## src/rtl/memscan_pkg.sv

```systemverilog
package memscan_pkg;
  typedef enum logic [1:0] {
    SCAN_IDLE  = 2'd0,
    SCAN_RUN   = 2'd1,
    SCAN_DRAIN = 2'd2
  } scan_state_e;
endpackage

```

## src/rtl/msc_crc_fold.sv

```systemverilog
module msc_crc_fold #(
  parameter int              WORD_W = 32,
  parameter int              CRC_W  = 16,
  parameter logic [CRC_W-1:0] POLY  = 16'h1021
) (
  input  logic [CRC_W-1:0]  crc_in,
  input  logic [WORD_W-1:0] word,
  output logic [CRC_W-1:0]  crc_out
);
  logic [CRC_W-1:0] acc;
  logic             fb;

  // Unrolled serial division, top bit of the word first.
  always_comb begin
    acc = crc_in;
    fb  = 1'b0;
    for (int b = WORD_W - 1; b >= 0; b--) begin
      fb  = acc[CRC_W-1] ^ word[b];
      acc = {acc[CRC_W-2:0], 1'b0};
      if (fb) acc = acc ^ POLY;
    end
    crc_out = acc;
  end
endmodule

```

## src/rtl/msc_ctl_reg.sv

```systemverilog
module msc_ctl_reg #(
  parameter int FIELD_W = 6,
  localparam int CTL_W  = FIELD_W + 2
) (
  input  logic               clk,
  input  logic               rst_n,
  input  logic               busy,
  input  logic               we,
  input  logic [CTL_W-1:0]   wdata,
  output logic [CTL_W-1:0]   rdata,
  output logic               run_en,
  output logic [FIELD_W-1:0] end_field
);
  logic               en_q, en_d;
  logic [FIELD_W-1:0] fld_q, fld_d;
  logic               wr_ok;
  logic               unused_gap_bit;

  assign unused_gap_bit = wdata[CTL_W-2];
  assign wr_ok          = we && !busy;

  always_comb begin
    en_d  = en_q;
    fld_d = fld_q;
    if (wr_ok) begin
      en_d  = wdata[CTL_W-1];
      fld_d = wdata[FIELD_W-1:0];
    end
  end

  always_ff @(posedge clk or negedge rst_n) begin
    if (!rst_n) begin
      en_q  <= 1'b0;
      fld_q <= '0;
    end else begin
      en_q  <= en_d;
      fld_q <= fld_d;
    end
  end

  assign rdata     = {en_q, 1'b0, fld_q};
  assign run_en    = en_q;
  assign end_field = fld_q;

  AST_CTL_FROZEN: assert property (@(posedge clk) disable iff (!rst_n)
    (busy && $past(busy)) |-> ($stable(en_q) && $stable(fld_q)));
endmodule

```

## src/rtl/msc_addr_gen.sv

```systemverilog
module msc_addr_gen #(
  parameter int FIELD_W    = 6,
  parameter int UNIT_SHIFT = 8,
  localparam int ADDR_W    = FIELD_W + UNIT_SHIFT
) (
  input  logic               clk,
  input  logic               rst_n,
  input  logic               start,
  input  logic               step,
  input  logic [FIELD_W-1:0] end_field,
  output logic [ADDR_W-1:0]  addr,
  output logic               at_last
);
  logic [ADDR_W-1:0] addr_q, addr_d;
  logic [ADDR_W-1:0] last_addr;

  assign last_addr = {end_field, {UNIT_SHIFT{1'b1}}};

  always_comb begin
    addr_d = addr_q;
    if (start)     addr_d = '0;
    else if (step) addr_d = addr_q + 1'b1;
  end

  always_ff @(posedge clk or negedge rst_n) begin
    if (!rst_n) addr_q <= '0;
    else        addr_q <= addr_d;
  end

  assign addr    = addr_q;
  assign at_last = (addr_q == last_addr);

  AST_ADDR_STEP: assert property (@(posedge clk) disable iff (!rst_n)
    (step && $past(step)) |-> (addr_q == $past(addr_q) + 1'b1));
  AST_ADDR_BOUND: assert property (@(posedge clk) disable iff (!rst_n)
    step |-> (addr_q <= last_addr));
endmodule

```

## src/rtl/memscan_crc16.sv

```systemverilog
module memscan_crc16 #(
  parameter int               WORD_W     = 32,
  parameter int               CRC_W      = 16,
  parameter logic [CRC_W-1:0] POLY       = 16'h1021,
  parameter int               FIELD_W    = 6,
  parameter int               UNIT_BYTES = 1024,
  localparam int              WORD_BYTES = WORD_W / 8,
  localparam int              UNIT_WORDS = UNIT_BYTES / WORD_BYTES,
  localparam int              UNIT_SHIFT = $clog2(UNIT_WORDS),
  localparam int              ADDR_W     = FIELD_W + UNIT_SHIFT,
  localparam int              CTL_W      = FIELD_W + 2
) (
  input  logic              clk,
  input  logic              rst_n,
  input  logic              ctl_we,
  input  logic [CTL_W-1:0]  ctl_wdata,
  output logic [CTL_W-1:0]  ctl_rdata,
  input  logic              halt_evt,
  output logic              mem_rd,
  output logic [ADDR_W-1:0] mem_addr,
  input  logic [WORD_W-1:0] mem_rdata,
  output logic [CRC_W-1:0]  crc_result,
  output logic              done,
  output logic              wake
);
  import memscan_pkg::*;

  logic [1:0]          rst_sync;
  logic                rst_sn;
  scan_state_e         state_q, state_d;
  logic                start, finish, busy, step;
  logic                run_en, at_last;
  logic [FIELD_W-1:0]  end_field;
  logic                rvld_q;
  logic [CRC_W-1:0]    crc_q, crc_d, fold_out;
  logic [CRC_W-1:0]    res_q, res_d;
  logic                done_q, wake_q;

  // Reset: asserted asynchronously, released on a clock edge.
  always_ff @(posedge clk or negedge rst_n) begin
    if (!rst_n) rst_sync <= 2'b00;
    else        rst_sync <= {rst_sync[0], 1'b1};
  end
  assign rst_sn = rst_sync[1];

  msc_ctl_reg #(.FIELD_W(FIELD_W)) u_ctl (
    .clk(clk), .rst_n(rst_sn), .busy(busy), .we(ctl_we), .wdata(ctl_wdata),
    .rdata(ctl_rdata), .run_en(run_en), .end_field(end_field)
  );

  msc_addr_gen #(.FIELD_W(FIELD_W), .UNIT_SHIFT(UNIT_SHIFT)) u_addr (
    .clk(clk), .rst_n(rst_sn), .start(start), .step(step),
    .end_field(end_field), .addr(mem_addr), .at_last(at_last)
  );

  msc_crc_fold #(.WORD_W(WORD_W), .CRC_W(CRC_W), .POLY(POLY)) u_fold (
    .crc_in(crc_q), .word(mem_rdata), .crc_out(fold_out)
  );

  // Next state
  always_comb begin
    state_d = state_q;
    start   = 1'b0;
    finish  = 1'b0;
    unique case (state_q)
      SCAN_IDLE: if (run_en && halt_evt) begin
        start   = 1'b1;
        state_d = SCAN_RUN;
      end
      SCAN_RUN:   if (at_last) state_d = SCAN_DRAIN;
      SCAN_DRAIN: begin
        finish  = 1'b1;
        state_d = SCAN_IDLE;
      end
      default:    state_d = SCAN_IDLE;
    endcase
  end

  assign step = (state_q == SCAN_RUN);
  assign busy = (state_q != SCAN_IDLE);

  always_comb begin
    crc_d = crc_q;
    if (start)       crc_d = '0;
    else if (rvld_q) crc_d = fold_out;
    res_d = finish ? fold_out : res_q;
  end

  always_ff @(posedge clk or negedge rst_sn) begin
    if (!rst_sn) begin
      state_q <= SCAN_IDLE;
      rvld_q  <= 1'b0;
      crc_q   <= '0;
      res_q   <= '0;
      done_q  <= 1'b0;
      wake_q  <= 1'b0;
    end else begin
      state_q <= state_d;
      rvld_q  <= step;
      crc_q   <= crc_d;
      res_q   <= res_d;
      done_q  <= finish;
      wake_q  <= finish;
    end
  end

  assign mem_rd     = step;
  assign crc_result = res_q;
  assign done       = done_q;
  assign wake       = wake_q;

  AST_DONE_ONE_CYCLE: assert property (@(posedge clk) disable iff (!rst_sn)
    done |=> !done);
  AST_NO_START_DISABLED: assert property (@(posedge clk) disable iff (!rst_sn)
    (state_q == SCAN_IDLE && !run_en) |=> (state_q == SCAN_IDLE));
  AST_RESULT_HOLD: assert property (@(posedge clk) disable iff (!rst_sn)
    (state_q == SCAN_RUN) |=> $stable(crc_result));
  AST_BUSY_NO_RESTART: assert property (@(posedge clk) disable iff (!rst_sn)
    (state_q == SCAN_RUN && !at_last) |=> (state_q == SCAN_RUN));
endmodule

```

## config.mk

```make
export PLATFORM = sky130hd
export DESIGN_NAME = memscan_crc16
export DESIGN_NICKNAME = d
export VERILOG_FILES = /design/src/rtl/memscan_pkg.sv /design/src/rtl/msc_crc_fold.sv /design/src/rtl/msc_ctl_reg.sv /design/src/rtl/msc_addr_gen.sv /design/src/rtl/memscan_crc16.sv
export SDC_FILE = /design/constraint.sdc
export NUM_CORES = 1
export LEC_CHECK = 0
export ABC_AREA = 1
export ABC_CLOCK_PERIOD_IN_PS = 2500
export BUFFER_PORTS_ARGS = -buffer_cell sky130_fd_sc_hd__buf_4
export CORE_MARGIN = 1
export CORE_UTILIZATION = 49
export DETAILED_ROUTE_END_ITERATION = 10
export GPL_TIMING_DRIVEN = 0
export PLACE_DENSITY = 0.72
export SETUP_SLACK_MARGIN = 0.05
export SYNTH_ARGS = -nofsm -noshare
export SYNTH_HDL_FRONTEND = slang
export SYNTH_SLANG_ARGS = --single-unit
```

## constraint.sdc

```tcl
create_clock -name clk -period 2.5 [get_ports clk]
set_input_delay 0.125 -clock clk [delete_from_list [all_inputs] [get_ports clk]]
set_output_delay 0.125 -clock clk [all_outputs]
set_load 0.1 [all_outputs]
```

==> results.cfg, run 1 <==
[detailed_routing]
vias = 4329
drc = 0
viasPerCell = 5.17
wirelength_um = 11600
wire_per_inst_um = 13.8
drt-pass1-iter-count = 6
drt-initial-drc-count = 165
antenna_left = 0

[timing]
finalMaxSlewViolations = 0
fin_worst_hold_slack_ns = 0.0870
rsz0062_at_grt = yes
slew_headroom_pct = 58.3
fin_crit_ns = 2.33
worstMarginPinSlew_ns = 0.626
finalSetupViolations = 0
skew_ns = 0.0180
hold_viol_final = 0
setup_tns_ns = 0
timing.fmax_mhz = 429
fin_crit_sh_pct = 93.2

[global_route]
use_met3_pct = 4.62
grt_max_degree = 34
grtUsageMet1_pct = 29.7
grt_util_all_layers_pct = 26.0
met2_usage_pct = 47.9
first_global_vias = 4053
grt-ovfl-total = 0
grt_pass1_wl_um = 18100
antenna_found_initial = 0
busiest_layer = met2

[cells_and_area]
drive_gt1_share_pct = 32.6
nFillCells = 772
seqCellArea_um2 = 1480
syn_to_final_growth_pct = 29.1
multi_input_area_um2 = 2670
stdcell_count = 837
fin_util_pct = 65.0
n_antenna_cell = 0
fin_nets = 769

[cts]
ctsHtreeMaxLevel = 3
ctsLongestPathBuffers = 2
clk_latency_ns = 0.35
cts_buffers = 9
cts-root-buf = clkbuf_8
clk_pin_slew_ns = 0.08
cts.sinks = 59
cts_tree = done

[setup_path]
r2r-end = crc_result[8]$_DFFE_PN0P_
crit_buf_inv = 2
r2r_slack_ns = 0.17
max_stage_delay_ns = 0.42
critical_path.top_delay_family = simple AND/OR/NAND/NOR gates
end_kind = flop
critPathLaunchType = flop
crit_chain = inv_2, nand2_1, nand2_1, nand2_2, nand2_4, nand2_2, nand2_4, nand2_1, nand2_1, nand2_1, nand2_1, nand2_4, nand2_2, nand2_2, nand2_4, inv_2, nand2_1, nand3b_1, nand3_1, nand2_1
r2r-start = crc_q[14]$_DFFE_PN0P_
cp.arrival_ns = 2.57
critPathKind = flop to flop
cp.required_ns = 2.74
r2r_cells = 20
crit_path_frequent_cell = nand2_1
slowest_stage = dfrtp_1
crit_fanout = 6

[placement]
io_buffer_count = 82
hpwlAfterDp_um = 8900
place.gp.congestion = 0.885
dp.cells = 811

[logic_synthesis]
ys_types = 30
synth_fp_nets = 665
ys_top_cells_by_area = dfrtp_1 (34%), nand2_1 (18%), nand3_1 (8.8%), nand2_4 (6.2%), inv_1 (5.8%)
ys_seq_elements = 59
yosysSeqAreaShare_pct = 33.8
synth_cells = 620
synth_area_per_cell_um2 = 7.05
synth_warnings = 0
synth_top_area_share_pct = 33.8
synth_area_um2 = 4370
yosysTopAreaCell = dfrtp_1

[floorplanning]
rows = 34
start_util_pct = 50.4
die_height_um = 96.5
die-area_um2 = 9300
die_width_um = 96.5
core_area_um2 = 8680
ios = 85

[outcome]
outcome = complete, no violations

[job]
maxCapViolCount = 0

[worst_hold_path]
holdCritPathClass = input port to asynchronous set/reset pin
## metal layers
metal  part of all wire (%)  up-vias
li1                       -     2151
met1                     40     2024
met2                     52      134
met3                    6.1       20
met4                    2.3        0
met5                      0        -
## synthesized netlist by cell type (all sizes together)
master	number
nor4	1
nand2	267
ha	1
o22ai	1
nand3b	8
nor3	1
a21oi	8
mux2	7
nand3	90
conb	2
xor2	14
nand4	3
o221ai	1
a31oi	2
o21ai	21
xnor2	16
inv	91
dfrtp	59
clkbuf	2
a21o	1
buf	5
nor2	19
## cells in the final DEF (no fill, tap or decap), types with 10 or more instances in the layout
| cell type | count |
|---|---|
| xor2_1 | 14 |
| inv_1 | 68 |
| xnor2_1 | 11 |
| nand3_1 | 72 |
| nand2_4 | 34 |
| nand2_2 | 40 |
| inv_2 | 23 |
| nor2_1 | 18 |
| nand3_2 | 16 |
| o21ai_0 | 13 |
| dfrtp_1 | 57 |
| clkbuf_8 | 10 |
| nand2_1 | 193 |
| buf_4 | 87 |
## through the flow
step / setup slack [ns] / area, µm²
after floorplan: 0.182 / 4380
after global placement: 0.0475 / 5130
after detailed placement: 0.0764 / 5150
after CTS: 0.0564 / 5480
after global routing: -0.0288 / 5640
final: 0.169 / 5640
## worst reg2reg max path: cells and delay by family, from the launching register on
kind	cells	cell delay, ns
buffers and inverters	2	0.13
flip-flops	1	0.42
AND/OR/NAND/NOR	18	1.71
## layout make-up
cell class,count,area share [%]
flip-flops and latches,59,26.2
repair buffers,93,12.9
inverters,91,6.05
multi-input cells,463,47.3
clock inverters,6,1.97
well taps,108,2.39
clock buffers,10,2.44
plain buffers,7,0.709
## how the worst max path moves through the flow
stage	start	to	slack, ns	cells after the start
after floorplan	u_addr.addr[0]$_DFFE_PN0P_	u_addr.addr[13]$_DFFE_PN0P_	0.18	13
after global placement	rst_sync[1]$_DFF_PN0_	crc_result[13]$_DFFE_PN0P_	0.05	0
after detailed placement	crc_q[13]$_DFFE_PN0P_	crc_q[14]$_DFFE_PN0P_	0.08	18
after CTS	crc_q[13]$_DFFE_PN0P_	crc_q[14]$_DFFE_PN0P_	0.06	18
after global routing	crc_q[14]$_DFFE_PN0P_	crc_q[8]$_DFFE_PN0P_	-0.03	20
final	crc_q[14]$_DFFE_PN0P_	crc_result[8]$_DFFE_PN0P_	0.17	20
## state kept, by name (all words and copies together), names as in the netlist
signal           cells
crc_q               16
state_q              2
wake                 1
crc_result          16
rvld_q               1
u_ctl.end_field      6
u_addr.addr         14
u_ctl.run_en         1
rst_sync             2
## kinds of logic after synthesis
logic type / after synthesis / synth area share, %
buf+inv: 98 / 8.73
mux: 7 / 1.80
other cells: 2 / 0.172
flops: 59 / 33.8
xor+xnor: 30 / 6.18
fa+ha+maj: 1 / 0.286
compound gates: 34 / 4.12
simple gates: 389 / 44.9
## what timing repair did
action / CTS / global route
hold endpoints to repair: 9 / 0
endpoints found under the setup margin: 0 / 23
hold buffers: 8 / 0
resized for setup: 0 / 33
setup buffers: 0 / 2
Power of run 1 is left out: the tool's default activity adds up to more than one toggle a clock period on the data nets, which glitch-free logic cannot reach.
==> run 2: changes to the inputs <==
--- a/config.mk
+++ b/config.mk
@@ -8,12 +8,15 @@
 export ABC_AREA = 1
 export ABC_CLOCK_PERIOD_IN_PS = 2500
 export BUFFER_PORTS_ARGS = -buffer_cell sky130_fd_sc_hd__buf_4
+export CELL_PAD_IN_SITES_DETAIL_PLACEMENT = 2
+export CELL_PAD_IN_SITES_GLOBAL_PLACEMENT = 2
 export CORE_MARGIN = 1
-export CORE_UTILIZATION = 49
+export CORE_UTILIZATION = 31
 export DETAILED_ROUTE_END_ITERATION = 10
 export GPL_TIMING_DRIVEN = 0
-export PLACE_DENSITY = 0.72
+export PLACE_DENSITY_LB_ADDON = 0.1
 export SETUP_SLACK_MARGIN = 0.05
+export SLEW_MARGIN = 20
 export SYNTH_ARGS = -nofsm -noshare
 export SYNTH_HDL_FRONTEND = slang
 export SYNTH_SLANG_ARGS = --single-unit
==> run 2 against run 1 <==
Net effect: the run now ends with setup timing left; cell count is 11% higher; register-to-register slack worse by 0.23 ns; hold slack worse by 0.066 ns; non-clock buffer count is 16 higher; sequential share of layout area is 3.2 points lower; via count is 8.1% higher; global-route usage is 3.6 points lower; die area is 57% higher; first-iteration DRC count is 4.8% lower.
==> results.cfg, run 2 (same netlist as run 1, synthesis figures left out) <==
[detailed_routing]
drc = 0
drt-pass1-iter-count = 6
viasPerCell = 5.06
drt-initial-drc-count = 157
antenna_left = 0
wirelength_um = 18400
wire_per_inst_um = 19.9
vias = 4681

[cts]
ctsLongestPathBuffers = 2
clk_latency_ns = 0.34
clk_pin_slew_ns = 0.06
ctsHtreeMaxLevel = 3
cts_buffers = 9
cts_tree = done
cts-root-buf = clkbuf_16
cts.sinks = 59

[cells_and_area]
syn_to_final_growth_pct = 47.4
final_cell_mix = nand2_1 (169), buf_4 (108), inv_1 (66), nand3_1 (60), dfrtp_1 (58)
stdcell_count = 925
fin_nets = 785
multi_input_area_um2 = 3200
seqCellArea_um2 = 1480
final_common_cell = nand2_1
drive_gt1_share_pct = 41.7
n_antenna_cell = 0
nFillCells = 1539

[setup_path]
crit_fanout = 5
r2r-end = crc_q[8]$_DFFE_PN0P_
critPathKind = flop to flop
r2r_slack_ns = -0.06
r2r-start = crc_q[15]$_DFFE_PN0P_
cp.arrival_ns = 2.78
startpoint = crc_q[15]$_DFFE_PN0P_
critPathLaunchType = flop
r2r_cells = 20
crit_end = crc_q[8]$_DFFE_PN0P_
cp.required_ns = 2.72
end_kind = flop

[floorplanning]
start_util_pct = 31.6
die_width_um = 121
rows = 43
core_area_um2 = 13800
die-area_um2 = 14600
ios = 85
die_height_um = 121

[global_route]
grt_pass1_wl_um = 25000
grt_util_all_layers_pct = 22.4
first_global_vias = 4946
antenna_found_initial = 0
grt-ovfl-total = 0
grt_max_degree = 42

[timing]
finalMaxSlewViolations = 0
setup_tns_ns = -0.126
finalSetupViolations = 4
fin_ws_ns = -0.0569
rsz0062_at_grt = yes
hold_viol_final = 0
fin_crit_ns = 2.56
timing.fmax_mhz = 391
worstMarginPinSlew_ns = 0.878
slew_headroom_pct = 41.2
skew_ns = 0.00881
fin_crit_sh_pct = 102

[placement]
io_buffer_count = 82
dp.cells = 883
place.gp.congestion = 0.862
hpwlAfterDp_um = 12500

[worst_hold_path]
holdCritPathClass = input port to flop

[job]
maxCapViolCount = 0

[outcome]
outcome = finished, violations left
violations = setup timing
run 2: cell types whose count changed in the layout (fill, tap and decap cells not counted), sizes merged:
cell         delta
bufinv          -2
clkinvlp        -1
inv             -1
dlygate4sd3     -7
buf            +23
clkbuf          +4
run 2: worst min-delay path by stage:
stage	startpoint	endpoint	slack, ns	depth (start not counted)
final	ctl_wdata[2]	u_ctl.end_field[2]$_DFFE_PN0P_	0.02	2
after global routing	ctl_wdata[4]	u_ctl.end_field[4]$_DFFE_PN0P_	0.02	2
after CTS	ctl_wdata[2]	u_ctl.end_field[2]$_DFFE_PN0P_	0.01	2
after detailed placement	rst_n	rst_sync[1]$_DFF_PN0_	-0.09	1
after global placement	rst_n	rst_sync[0]$_DFF_PN0_	-0.09	1
after floorplan	rst_n	rst_sync[0]$_DFF_PN0_	-0.17	0
run 2: layout make-up:
type                    count  area share [%]
plain buffers               7           0.621
clock buffers              14            4.10
clock inverters             2           0.544
inverters                  91            5.50
multi-input cells         463            49.6
flip-flops and latches     59            23.0
well taps                 180            3.50
repair buffers            109            13.2
run 2: layer usage:
layer	track usage [%]	vias to the layer above	share of wire [%]
met4	9.03	0	3.8
met1	25.5	2359	39
met5	0	-	0
met3	3.87	45	3.2
met2	41.1	111	54
li1	-	2166	-
run 2: stage by stage:
step / utilization [%] / instance area, µm² / hold WS, ns / setup WS (ns)
2_1_floorplan: - / 4380 / -0.171 / 0.182
3_3_place_gp: 37.8 / 5220 / -0.0921 / -0.0849
3_5_place_dp: 37.9 / 5240 / -0.0902 / -0.0806
4_1_cts: 41.0 / 5670 / 0.0143 / 0.0477
5_1_grt: 46.6 / 6440 / 0.0224 / -0.118
6_report: 46.6 / 6440 / 0.0209 / -0.0569
run 2: critical path: stages (launching register included):
cell and delay [ns]:
dfrtp_1 0.43, inv_2 0.07, nand2_1 0.09, nand2_2 0.11, nand2_4 0.13, nand2_4 0.09, buf_4 0.16, inv_1 0.10
nand2_2 0.08, nand2_1 0.09, nand2_1 0.08, nand2_2 0.09, nand2_4 0.07, nand2_2 0.09, nand2_2 0.09, nand2_4 0.13
inv_4 0.05, nand2_1 0.11, nand3_1 0.12, nand3_1 0.16, nand2_1 0.08
run 2: timing repair:
item	4_1_cts	5_1_grt
gates resized for setup	16	118
setup endpoints to repair	14	27
pin swaps	1	50
setup buffers	4	21
hold endpoints to repair	2	0
hold buffers	1	0
Power of run 2 is left out for the same reason.
